### config.mk
export PLATFORM = sky130hd
export DESIGN_NAME = dac_frame_tx
export DESIGN_NICKNAME = d
export VERILOG_FILES = /design/src/rtl/dac_tx_pkg.sv /design/src/rtl/dac_frame_pack.sv /design/src/rtl/dac_phase_timer.sv /design/src/rtl/dac_tx_seq.sv /design/src/rtl/dac_frame_tx.sv
export SDC_FILE = /design/constraint.sdc
export NUM_CORES = 1
export LEC_CHECK = 0
export ABC_AREA = 1
export BUFFER_PORTS_ARGS = -buffer_cell sky130_fd_sc_hd__buf_2
export CAP_MARGIN = 20
export CORE_ASPECT_RATIO = 1.25
export CORE_UTILIZATION = 55
export CTS_CLUSTER_DIAMETER = 150
export DETAILED_ROUTE_END_ITERATION = 8
export PLACE_DENSITY = 0.75
export SLEW_MARGIN = 25
export SYNTH_ARGS = -nofsm -noshare
export SYNTH_HDL_FRONTEND = slang
export SYNTH_SLANG_ARGS = --single-unit
### constraint.sdc
create_clock -name clk -period 1.2 [get_ports clk]
set_input_delay 0.18 -clock clk [delete_from_list [all_inputs] [get_ports clk]]
set_output_delay 0.18 -clock clk [all_outputs]
set_load 0.01 [all_outputs]
### src/rtl/dac_tx_pkg.sv
package dac_tx_pkg;

  localparam int FRAME_W = 12;

  typedef enum logic [2:0] {
    ST_IDLE,
    ST_SETUP,
    ST_HIGH,
    ST_REST,
    ST_LEAD,
    ST_LOAD,
    ST_LAG
  } tx_state_e;

  function automatic int ceil_cycles(input longint t_ns, input longint f_khz);
    return int'((t_ns * f_khz + 64'd999999) / 64'd1000000);
  endfunction

  function automatic int max3(input int a, input int b, input int c);
    int m;
    m = (a > b) ? a : b;
    return (m > c) ? m : c;
  endfunction

endpackage

### src/rtl/dac_frame_pack.sv
module dac_frame_pack
  import dac_tx_pkg::*;
#(
  parameter int CHAIN = 1,
  localparam int NB = CHAIN * FRAME_W
) (
  input  logic [CHAIN*4-1:0] addr,
  input  logic [CHAIN*2-1:0] opt,
  input  logic [CHAIN*6-1:0] level,
  output logic [NB-1:0]      word
);

  // Slot k occupies word[12k+11:12k]; the highest slot leaves first.
  for (genvar k = 0; k < CHAIN; k++) begin : g_slot
    assign word[k*FRAME_W +: FRAME_W] = {addr[k*4 +: 4], opt[k*2 +: 2], level[k*6 +: 6]};
  end

endmodule

### src/rtl/dac_phase_timer.sv
module dac_phase_timer #(
  parameter int CW = 8
) (
  input  logic          clk,
  input  logic          rst_n,
  input  logic          load,
  input  logic [CW-1:0] len,
  output logic          done
);

  logic [CW-1:0] cnt_q, cnt_d;
  logic          cnt_en;

  always_comb begin
    cnt_en = load || (cnt_q != '0);
    if (load) cnt_d = len - CW'(1);
    else      cnt_d = cnt_q - CW'(1);
  end

  always_ff @(posedge clk or negedge rst_n) begin
    if (!rst_n)      cnt_q <= '0;
    else if (cnt_en) cnt_q <= cnt_d;
  end

  assign done = (cnt_q == '0);

  // once expired, the timer holds at zero until reloaded
  a_r10_timer_holds: assert property (@(posedge clk) disable iff (!rst_n)
    (!load && done) |=> done);

  // a length of one expires on the cycle after loading
  a_r10_len_one: assert property (@(posedge clk) disable iff (!rst_n)
    (load && len == CW'(1)) |=> done);

endmodule

### src/rtl/dac_tx_seq.sv
module dac_tx_seq
  import dac_tx_pkg::*;
#(
  parameter int CHAIN   = 1,
  parameter int CW      = 8,
  parameter int SETUP_C = 1,
  parameter int HIGH_C  = 1,
  parameter int REST_C  = 1,
  parameter int LEAD_C  = 1,
  parameter int LDW_C   = 1,
  parameter int LAG_C   = 1,
  localparam int NB = CHAIN * FRAME_W,
  localparam int BW = $clog2(NB)
) (
  input  logic          clk,
  input  logic          rst_n,
  input  logic          req_valid,
  output logic          req_ready,
  input  logic [NB-1:0] word,
  output logic          tmr_load,
  output logic [CW-1:0] tmr_len,
  input  logic          tmr_done,
  output logic          ser_data,
  output logic          ser_clk,
  output logic          ser_load
);

  tx_state_e     state_q, state_d;
  logic [NB-1:0] sreg_q, sreg_d;
  logic [BW-1:0] left_q, left_d;
  logic          sclk_q, sclk_d;
  logic          ld_q, ld_d;
  logic          upd_en;

  always_comb begin
    state_d  = state_q;
    sreg_d   = sreg_q;
    left_d   = left_q;
    sclk_d   = sclk_q;
    ld_d     = ld_q;
    tmr_load = 1'b0;
    tmr_len  = CW'(1);
    unique case (state_q)
      ST_IDLE: if (req_valid) begin
        sreg_d = word;
        left_d = BW'(NB - 1);
        state_d = ST_SETUP;
        tmr_load = 1'b1; tmr_len = CW'(SETUP_C);
      end
      ST_SETUP: if (tmr_done) begin
        sclk_d = 1'b1;
        state_d = ST_HIGH;
        tmr_load = 1'b1; tmr_len = CW'(HIGH_C);
      end
      ST_HIGH: if (tmr_done) begin
        sclk_d = 1'b0;
        tmr_load = 1'b1;
        if (left_q == '0) begin
          state_d = ST_LEAD; tmr_len = CW'(LEAD_C);
        end else begin
          state_d = ST_REST; tmr_len = CW'(REST_C);
        end
      end
      ST_REST: if (tmr_done) begin
        sreg_d = {sreg_q[NB-2:0], 1'b0};
        left_d = left_q - BW'(1);
        state_d = ST_SETUP;
        tmr_load = 1'b1; tmr_len = CW'(SETUP_C);
      end
      ST_LEAD: if (tmr_done) begin
        ld_d = 1'b1;
        state_d = ST_LOAD;
        tmr_load = 1'b1; tmr_len = CW'(LDW_C);
      end
      ST_LOAD: if (tmr_done) begin
        ld_d = 1'b0;
        state_d = ST_LAG;
        tmr_load = 1'b1; tmr_len = CW'(LAG_C);
      end
      ST_LAG: if (tmr_done) begin
        sreg_d = '0;
        state_d = ST_IDLE;
      end
      default: state_d = ST_IDLE;
    endcase
  end

  assign upd_en = (state_q == ST_IDLE) ? req_valid : tmr_done;

  always_ff @(posedge clk or negedge rst_n) begin
    if (!rst_n) begin
      state_q <= ST_IDLE;
      sreg_q  <= '0;
      left_q  <= '0;
      sclk_q  <= 1'b0;
      ld_q    <= 1'b0;
    end else if (upd_en) begin
      state_q <= state_d;
      sreg_q  <= sreg_d;
      left_q  <= left_d;
      sclk_q  <= sclk_d;
      ld_q    <= ld_d;
    end
  end

  assign req_ready = (state_q == ST_IDLE);
  assign ser_data  = sreg_q[NB-1];
  assign ser_clk   = sclk_q;
  assign ser_load  = ld_q;

  // Assertion-only run length of the shift clock high phase
  logic [CW-1:0] hi_run_q;
  always_ff @(posedge clk or negedge rst_n) begin
    if (!rst_n)      hi_run_q <= '0;
    else if (sclk_q) hi_run_q <= hi_run_q + CW'(1);
    else             hi_run_q <= '0;
  end

  a_r3_high_min: assert property (@(posedge clk) disable iff (!rst_n)
    $fell(sclk_q) |-> (hi_run_q >= CW'(HIGH_C)));

  a_r4_data_stable_high: assert property (@(posedge clk) disable iff (!rst_n)
    (sclk_q && $past(sclk_q)) |-> $stable(ser_data));

  a_r5_no_clk_in_load: assert property (@(posedge clk) disable iff (!rst_n)
    ld_q |-> !sclk_q);

  a_r2_load_after_last_bit: assert property (@(posedge clk) disable iff (!rst_n)
    $rose(ld_q) |-> (left_q == '0));

  a_r8_ready_drops: assert property (@(posedge clk) disable iff (!rst_n)
    (req_valid && req_ready) |=> !req_ready);

endmodule

### src/rtl/dac_frame_tx.sv
module dac_frame_tx
  import dac_tx_pkg::*;
#(
  parameter int CHAIN      = 1,
  parameter int CLK_KHZ    = 125000,
  parameter int T_HIGH_NS  = 4000,
  parameter int T_LOW_NS   = 10000,
  parameter int T_SETUP_NS = 2000,
  parameter int T_HOLD_NS  = 10000,
  parameter int T_LEAD_NS  = 10000,
  parameter int T_LDW_NS   = 4000,
  parameter int T_LAG_NS   = 10000
) (
  input  logic                 clk,
  input  logic                 rst_n,
  input  logic                 req_valid,
  output logic                 req_ready,
  input  logic [CHAIN*4-1:0]   req_addr,
  input  logic [CHAIN*2-1:0]   req_opt,
  input  logic [CHAIN*6-1:0]   req_level,
  output logic                 ser_data,
  output logic                 ser_clk,
  output logic                 ser_load
);

  localparam int NB      = CHAIN * FRAME_W;
  localparam int HIGH_C  = max3(ceil_cycles(T_HIGH_NS, CLK_KHZ), 1, 1);
  localparam int LOW_C   = ceil_cycles(T_LOW_NS, CLK_KHZ);
  localparam int SETUP_C = max3(ceil_cycles(T_SETUP_NS, CLK_KHZ), 1, 1);
  localparam int HOLD_C  = ceil_cycles(T_HOLD_NS, CLK_KHZ);
  localparam int REST_C  = max3(HOLD_C - HIGH_C, LOW_C - SETUP_C, 1);
  localparam int LEAD_C  = max3(ceil_cycles(T_LEAD_NS, CLK_KHZ), HOLD_C - HIGH_C, 1);
  localparam int LDW_C   = max3(ceil_cycles(T_LDW_NS, CLK_KHZ), 1, 1);
  localparam int LAG_C   = max3(ceil_cycles(T_LAG_NS, CLK_KHZ), 1, 1);
  localparam int MAX_C   = max3(max3(HIGH_C, SETUP_C, REST_C), max3(LEAD_C, LDW_C, LAG_C), 1);
  localparam int CW      = $clog2(MAX_C + 1);

  // Asynchronous assertion, synchronous release
  logic rst_m, rst_q;
  always_ff @(posedge clk or negedge rst_n) begin
    if (!rst_n) begin
      rst_m <= 1'b0;
      rst_q <= 1'b0;
    end else begin
      rst_m <= 1'b1;
      rst_q <= rst_m;
    end
  end

  logic [NB-1:0] word;
  logic          tmr_load, tmr_done;
  logic [CW-1:0] tmr_len;

  dac_frame_pack #(.CHAIN(CHAIN)) u_pack (
    .addr (req_addr),
    .opt  (req_opt),
    .level(req_level),
    .word (word)
  );

  dac_phase_timer #(.CW(CW)) u_timer (
    .clk  (clk),
    .rst_n(rst_q),
    .load (tmr_load),
    .len  (tmr_len),
    .done (tmr_done)
  );

  dac_tx_seq #(
    .CHAIN  (CHAIN),
    .CW     (CW),
    .SETUP_C(SETUP_C),
    .HIGH_C (HIGH_C),
    .REST_C (REST_C),
    .LEAD_C (LEAD_C),
    .LDW_C  (LDW_C),
    .LAG_C  (LAG_C)
  ) u_seq (
    .clk      (clk),
    .rst_n    (rst_q),
    .req_valid(req_valid),
    .req_ready(req_ready),
    .word     (word),
    .tmr_load (tmr_load),
    .tmr_len  (tmr_len),
    .tmr_done (tmr_done),
    .ser_data (ser_data),
    .ser_clk  (ser_clk),
    .ser_load (ser_load)
  );

endmodule

### Yosys cells after proc, flatten, opt, wreduce, memory -nomap -nowiden

Index checks and enable logic that the tools add are counted.

| cells by class | value |
|---|---|
| add/sub/neg operators | 3 |
| equal/unequal tests | 13 |
| bitwise operators | 0 |
| divide/modulo/power cells | 0 |
| mux-type cells | 32 |
| multiply operators | 0 |
| shift operators | 0 |
| reduce and logical (&&, ||, !) cells | 16 |
| $lt $le $gt $ge | 0 |

Operators with widths:

| cell | number |
|---|---|
| case mux 11 bit (5 select lines) | 1 |
| two-way mux 11 bit | 4 |
| two-way mux 12 bit | 3 |
| case mux 12 bit (3 select lines) | 1 |
| two-way mux 3 bit | 8 |
| subtractor 11 x 1 -> 11 bit, second input constant | 2 |
| case mux 3 bit (7 select lines) | 1 |
| two-way mux 8 bit | 2 |
| != test 2 x 1 -> 1 bit, second input constant | 6 |
| AND reduction 4 bit | 3 |
| logical NOT 11 bit | 1 |
| nonzero test 11 bit | 1 |
| equality test 3 bit, second input constant | 3 |
| two-way mux 9 bit | 1 |
| two-way mux 4 bit | 2 |
| case mux 4 bit (2 select lines) | 1 |
| AND reduction 8 bit | 1 |
| equality test 3 x 2 -> 1 bit, second input constant | 2 |
| case mux 1 bit (2 select lines) | 3 |
| nonzero test 2 bit | 3 |
| two-way mux 1 bit | 5 |
| AND reduction 5 bit | 1 |
| OR reduction 5 bit | 1 |
| logical NOT 4 bit | 1 |
| 7 further kinds | 7 |

| storage, ports and cells | value |
|---|---|
| bits in read-only memories | 0 |
| memories kept | 0 |
| word-level logic and storage cells | 72 |
| bits in latches | 0 |
| flip-flop bits (word level) | 34 |
| RAM bits | 0 |
| input bits | 15 |

### Logic depth before layout (Yosys ltp)

| logic depth | value |
|---|---|
| word-level depth | 6 |
| depth in mapped cells | 16 |
| depth with buffers taken out | 16 |

### By module

A second synthesis with hierarchy kept.

| unflattened totals | value |
|---|---|
| cells, all modules | 324 |
| area total of the unflattened synthesis | 2381.0 sq um |

Modules (own cells, without submodules):

| module | cells each | area each (sq um) | times used |
|---|---|---|---|
| dac_tx_seq | 187 | 1368.8 | 1 |
| dac_phase_timer | 122 | 868.3 | 1 |
| dac_frame_pack | 12 | 90.1 | 1 |
| dac_frame_tx | 3 | 53.8 | 1 |

### Worst setup path before layout

No wires, ideal clock.

| timing | value |
|---|---|
| path type | reg2reg |
| start | register u_timer.cnt_q[2] |
| end | register u_timer.cnt_q[10] |
| buffers on the path | 0 |
| cell stages (with the launch flop) | 17 |
| data arrival time | 1.865 ns |
| required time | 1.129 ns |
| setup slack | -0.736 ns |
| path through | dfrtp_1 nor2_1 nand2_1 nor2_2 nand2_2 nand2_2 nand2_4 inv_1 nor2_2 inv_1 ha_1 nand3_2 nor2_4 nand3_1 nand2_1 inv_1 nor2_1 |

| between the ends | value |
|---|---|
| longest elaborated chain between the ends | 5 |

RTL lines:

| element | RTL line | source |
|---|---|---|
| start: declaration | dac_phase_timer.sv:11 | `logic [CW-1:0] cnt_q, cnt_d;` |
| start signal: assignment | dac_phase_timer.sv:22 | `else if (cnt_en) cnt_q <= cnt_d;` |
| logical NOT 11 bit | dac_phase_timer.sv:25 | `assign done = (cnt_q == '0);` |
| two-way mux 11 bit, or another cell as far along | dac_tx_seq.sv:75 | `ST_LOAD: if (tmr_done) begin` |
| case mux 11 bit (5 select lines) | dac_tx_seq.sv:43 | `unique case (state_q)` |
| subtractor 11 x 1 -> 11 bit | dac_phase_timer.sv:16 | `if (load) cnt_d = len - CW'(1);` |
| two-way mux 11 bit | dac_phase_timer.sv:16 |  |

Several ways; a longest one is shown, not always the timed one.
A chain may end at the register's enable or synchronous reset.

### Worst setup path in the final report

| timing | value |
|---|---|
| start | register u_seq.left_q[3] |
| end | register u_timer.cnt_q[10] |

| between the ends | value |
|---|---|
| longest elaborated chain between the ends | 6 |

RTL lines:

| element | RTL line | source |
|---|---|---|
| start: declaration | dac_tx_seq.sv:30 | `logic [BW-1:0] left_q, left_d;` |
| start signal: assignment | dac_tx_seq.sv:100 | `left_q <= left_d;` |
| logical NOT 4 bit | dac_tx_seq.sv:58 | `if (left_q == '0) begin` |
| two-way mux 11 bit | dac_tx_seq.sv:58 |  |
| two-way mux 11 bit | dac_tx_seq.sv:55 | `ST_HIGH: if (tmr_done) begin` |
| case mux 11 bit (5 select lines) | dac_tx_seq.sv:43 |  |
| subtractor 11 x 1 -> 11 bit | dac_phase_timer.sv:16 |  |
| two-way mux 11 bit | dac_phase_timer.sv:16 |  |

Every way passes these cells.

==> results.sh <==
export IMPL_final_common_cell="buf_4"
export IMPL_cp_max_fo=7
export IMPL_r2r_end="u_timer.cnt_q[10]$_DFFE_PN0P_"
export IMPL_holdWs_ns=0.137
export IMPL_critPathArrivalTime_ns=2.35
export IMPL_grt_overflow=0
export IMPL_max_freq_mhz=469
export IMPL_criticalPathCategory="reg2reg"
export IMPL_synth_cell_area_um2=2010
export IMPL_fillers=120
export IMPL_dp_cells=369
export IMPL_syn_inst=266
export IMPL_drt_iter0_drc=243
export IMPL_fp_dieArea_um2=3900
export IMPL_setup_ws_ns=-0.932
export IMPL_grt_max_degree=33
export IMPL_min_from="req_addr[0]"
export IMPL_violations="setup timing"
export IMPL_grt_pass1_vias=2667
export IMPL_r2r_slack_ns=-0.93
export IMPL_cp_start_kind="register"
export IMPL_hold_path_endpoint="u_seq.sreg_q[8]$_DFFE_PN0P_"
export IMPL_numClockSinks=34
export IMPL_p_clk_frac=0.431
export IMPL_final_layout_size_suffix_gt1_frac=0.549
export IMPL_p_switching_mw=0.486
export IMPL_vias=2543
export IMPL_final_cell_mix="buf_4, nand2_1, dfrtp_1"
export IMPL_rsz0062_at_grt="true"
export IMPL_dieHeight_um=69.6
export IMPL_report_final_setup_viol=33
export IMPL_clkTransAtPathRegs_ns=0.08
export IMPL_fin_skew_ns=0.00721
export IMPL_antenna_found_initial=0
export IMPL_max_cap_violations=0
export IMPL_endpoint_kind="register"
export IMPL_die_w_um=56.1
export IMPL_synth_seq_cells=34
export IMPL_irDropWorstVdd_mv=0.881
export IMPL_finish_utilization=0.935
export IMPL_grt_usage=0.430
export IMPL_avgSynthCellArea_um2=7.55
export IMPL_grt_pass1_wl_mm=12.5
export IMPL_hold_viol=0
export IMPL_io_buffers=18
export IMPL_htree_levels=2
export IMPL_wirelength_mm=8.68
export IMPL_required_ns=1.42
export IMPL_first_pass_iters=6
export IMPL_period_needed_ns=2.13
export IMPL_routedWlPerCell_um=21.4
export IMPL_min_path_cells=3
export IMPL_status="finished, violations left"
export IMPL_synth_cell_types=34
export IMPL_core_um2=3480
export IMPL_start_util=0.577
export IMPL_rows=24
export IMPL_ant_nets=0
export IMPL_instances_no_fill=405
export IMPL_r2r_start="u_seq.left_q[3]$_DFFE_PN0P_"
export IMPL_p_comb_frac=0.026
export IMPL_finalCritPeriodShare=1.78
export IMPL_power_leakage_nw=1.70
export IMPL_n_antenna_cell=0
export IMPL_ios=19
export IMPL_cts_tree="yes"
export IMPL_pwr_share_seq=0.543
export IMPL_yosysSeqAreaShare=0.423
export IMPL_cts_max_path_buffers=2
export IMPL_dpl_hpwl_mm=3.64
export IMPL_cts_root_buffer="clkbuf_8"
export IMPL_drc=0
export IMPL_intPower_mw=1.63
export IMPL_place_ws_ns=-0.775
export IMPL_yosys_warnings=0
export IMPL_power_density_nw_per_um2=651
export IMPL_switching_share=0.230
export IMPL_cts_buffers=5
export IMPL_syn2layout_area_growth_pct=62.0
export IMPL_reg2regPathDepth=14
export IMPL_nets=383
export IMPL_min_path_type="in2reg"
export IMPL_gp_congestion=0.899
export IMPL_syn_nets=284
export IMPL_insertion_delay_ns=0.30
export IMPL_viasPerCell=6.28
export IMPL_report_final_slew_viol_count=0
[area by class of cell]
type / instances / area (um^2) / area share
Clock buffer: 6 / 82.6 / 0.0254
Clock inverter: 2 / 12.5 / 0.00384
Inverter: 38 / 155 / 0.0477
Multi-Input combinational cell: 189 / 1320 / 0.406
Sequential cell: 34 / 855 / 0.262
Tap cell: 39 / 48.8 / 0.0150
Timing Repair Buffer: 97 / 781 / 0.240
[how the worst max path moves through the flow]
stage	cells after the start	slack, ns	endpoint	startpoint
6_report	14	-0.93	u_timer.cnt_q[10]$_DFFE_PN0P_	u_seq.left_q[3]$_DFFE_PN0P_
5_1_grt	15	-1.02	u_timer.cnt_q[10]$_DFFE_PN0P_	u_seq.left_q[1]$_DFFE_PN0P_
4_1_cts	15	-0.73	u_timer.cnt_q[6]$_DFFE_PN0P_	u_timer.cnt_q[1]$_DFFE_PN0P_
3_5_place_dp	16	-0.78	u_timer.cnt_q[10]$_DFFE_PN0P_	u_timer.cnt_q[2]$_DFFE_PN0P_
3_3_place_gp	16	-0.69	u_timer.cnt_q[10]$_DFFE_PN0P_	u_timer.cnt_q[5]$_DFFE_PN0P_
2_1_floorplan	16	-0.62	u_timer.cnt_q[10]$_DFFE_PN0P_	u_timer.cnt_q[5]$_DFFE_PN0P_
[sequential cells by signal, summed over array words and instances (netlist names)]
name            cells
rst_m               1
rst_q               1
u_seq.left_q        4
u_seq.ser_clk       1
u_seq.ser_load      1
u_seq.sreg_q       12
u_seq.state_q       3
u_timer.cnt_q      11
[through the flow]
stage | area (um^2) | total power [mW] | setup TNS [ns]
after floorplan | 2090 | 1.19 | -9.45
after global placement | 2600 | 1.22 | -15.35
after detailed placement | 2600 | 1.22 | -16.48
after CTS | 3160 | 2.12 | -18.17
after global routing | 3260 | 2.17 | -25.08
final | 3260 | 2.12 | -23.05
[synthesized netlist by cell type (all sizes together)]
cell type  instances  area share
or2                1      0.0031
buf                3       0.012
nand3b             4       0.017
nand4              4       0.012
nand2             68        0.15
clkbuf             2      0.0037
nor2              46        0.11
nor3               1      0.0025
ha                 3       0.019
dfrtp             34        0.42
and2               1      0.0031
conb               1      0.0019
nor3b              1      0.0037
a21o               1      0.0037
o22ai              1      0.0031
inv               38       0.071
o21ai             12       0.030
a31oi             11       0.034
nand3             22       0.065
a22oi              1      0.0037
a21oi             10       0.032
o221ai             1      0.0044
[worst max-delay path, cell delays in order (launching register included)]
cell and delay, ns:
dfrtp_1 0.41, nor2_1 0.30, nand2_4 0.08, nor2_2 0.18
nor2_2 0.08, nor2_2 0.18, nor2_2 0.06, nand2_2 0.09
inv_2 0.05, ha_4 0.16, nand3_4 0.07, nor2_4 0.07
nand4_1 0.09, nand2_1 0.09, nor2_1 0.13
[power groups by stage]
stage                     Clock, mW  Sequential [mW]  Combinational, mW
after global placement            0             1.17             0.0494
after CTS                     0.916             1.15             0.0546
after global routing          0.957             1.15             0.0615
final                         0.913             1.15             0.0557
after detailed placement          0             1.17             0.0511
after floorplan                   0             1.19            0.00199
[what timing repair did]
action | in CTS | in global routing
setup buffers | 23 | 10
cloned | 2 | 0
resized for setup | 72 | 30
pin swaps | 35 | 13
endpoints found under the setup margin | 33 | 33
hold endpoints to repair | 2 | 0
hold buffers | 1 | 0
[metal layers]
layer	up-vias	global-route usage	routed length (um)
li1	1056	-	-
met1	1212	0.431	2970
met2	189	0.770	4300
met3	86	0.0802	572
met4	0	0.322	828
met5	-	0	0
[logic make-up after synthesis]
family,synth area share
simple gates,0.358
buf+inv,0.0866
compound gates,0.111
flops,0.423
fa+ha+maj,0.0187
other cells,0.00187
Note: power is estimated with default switching activity, not from simulation.
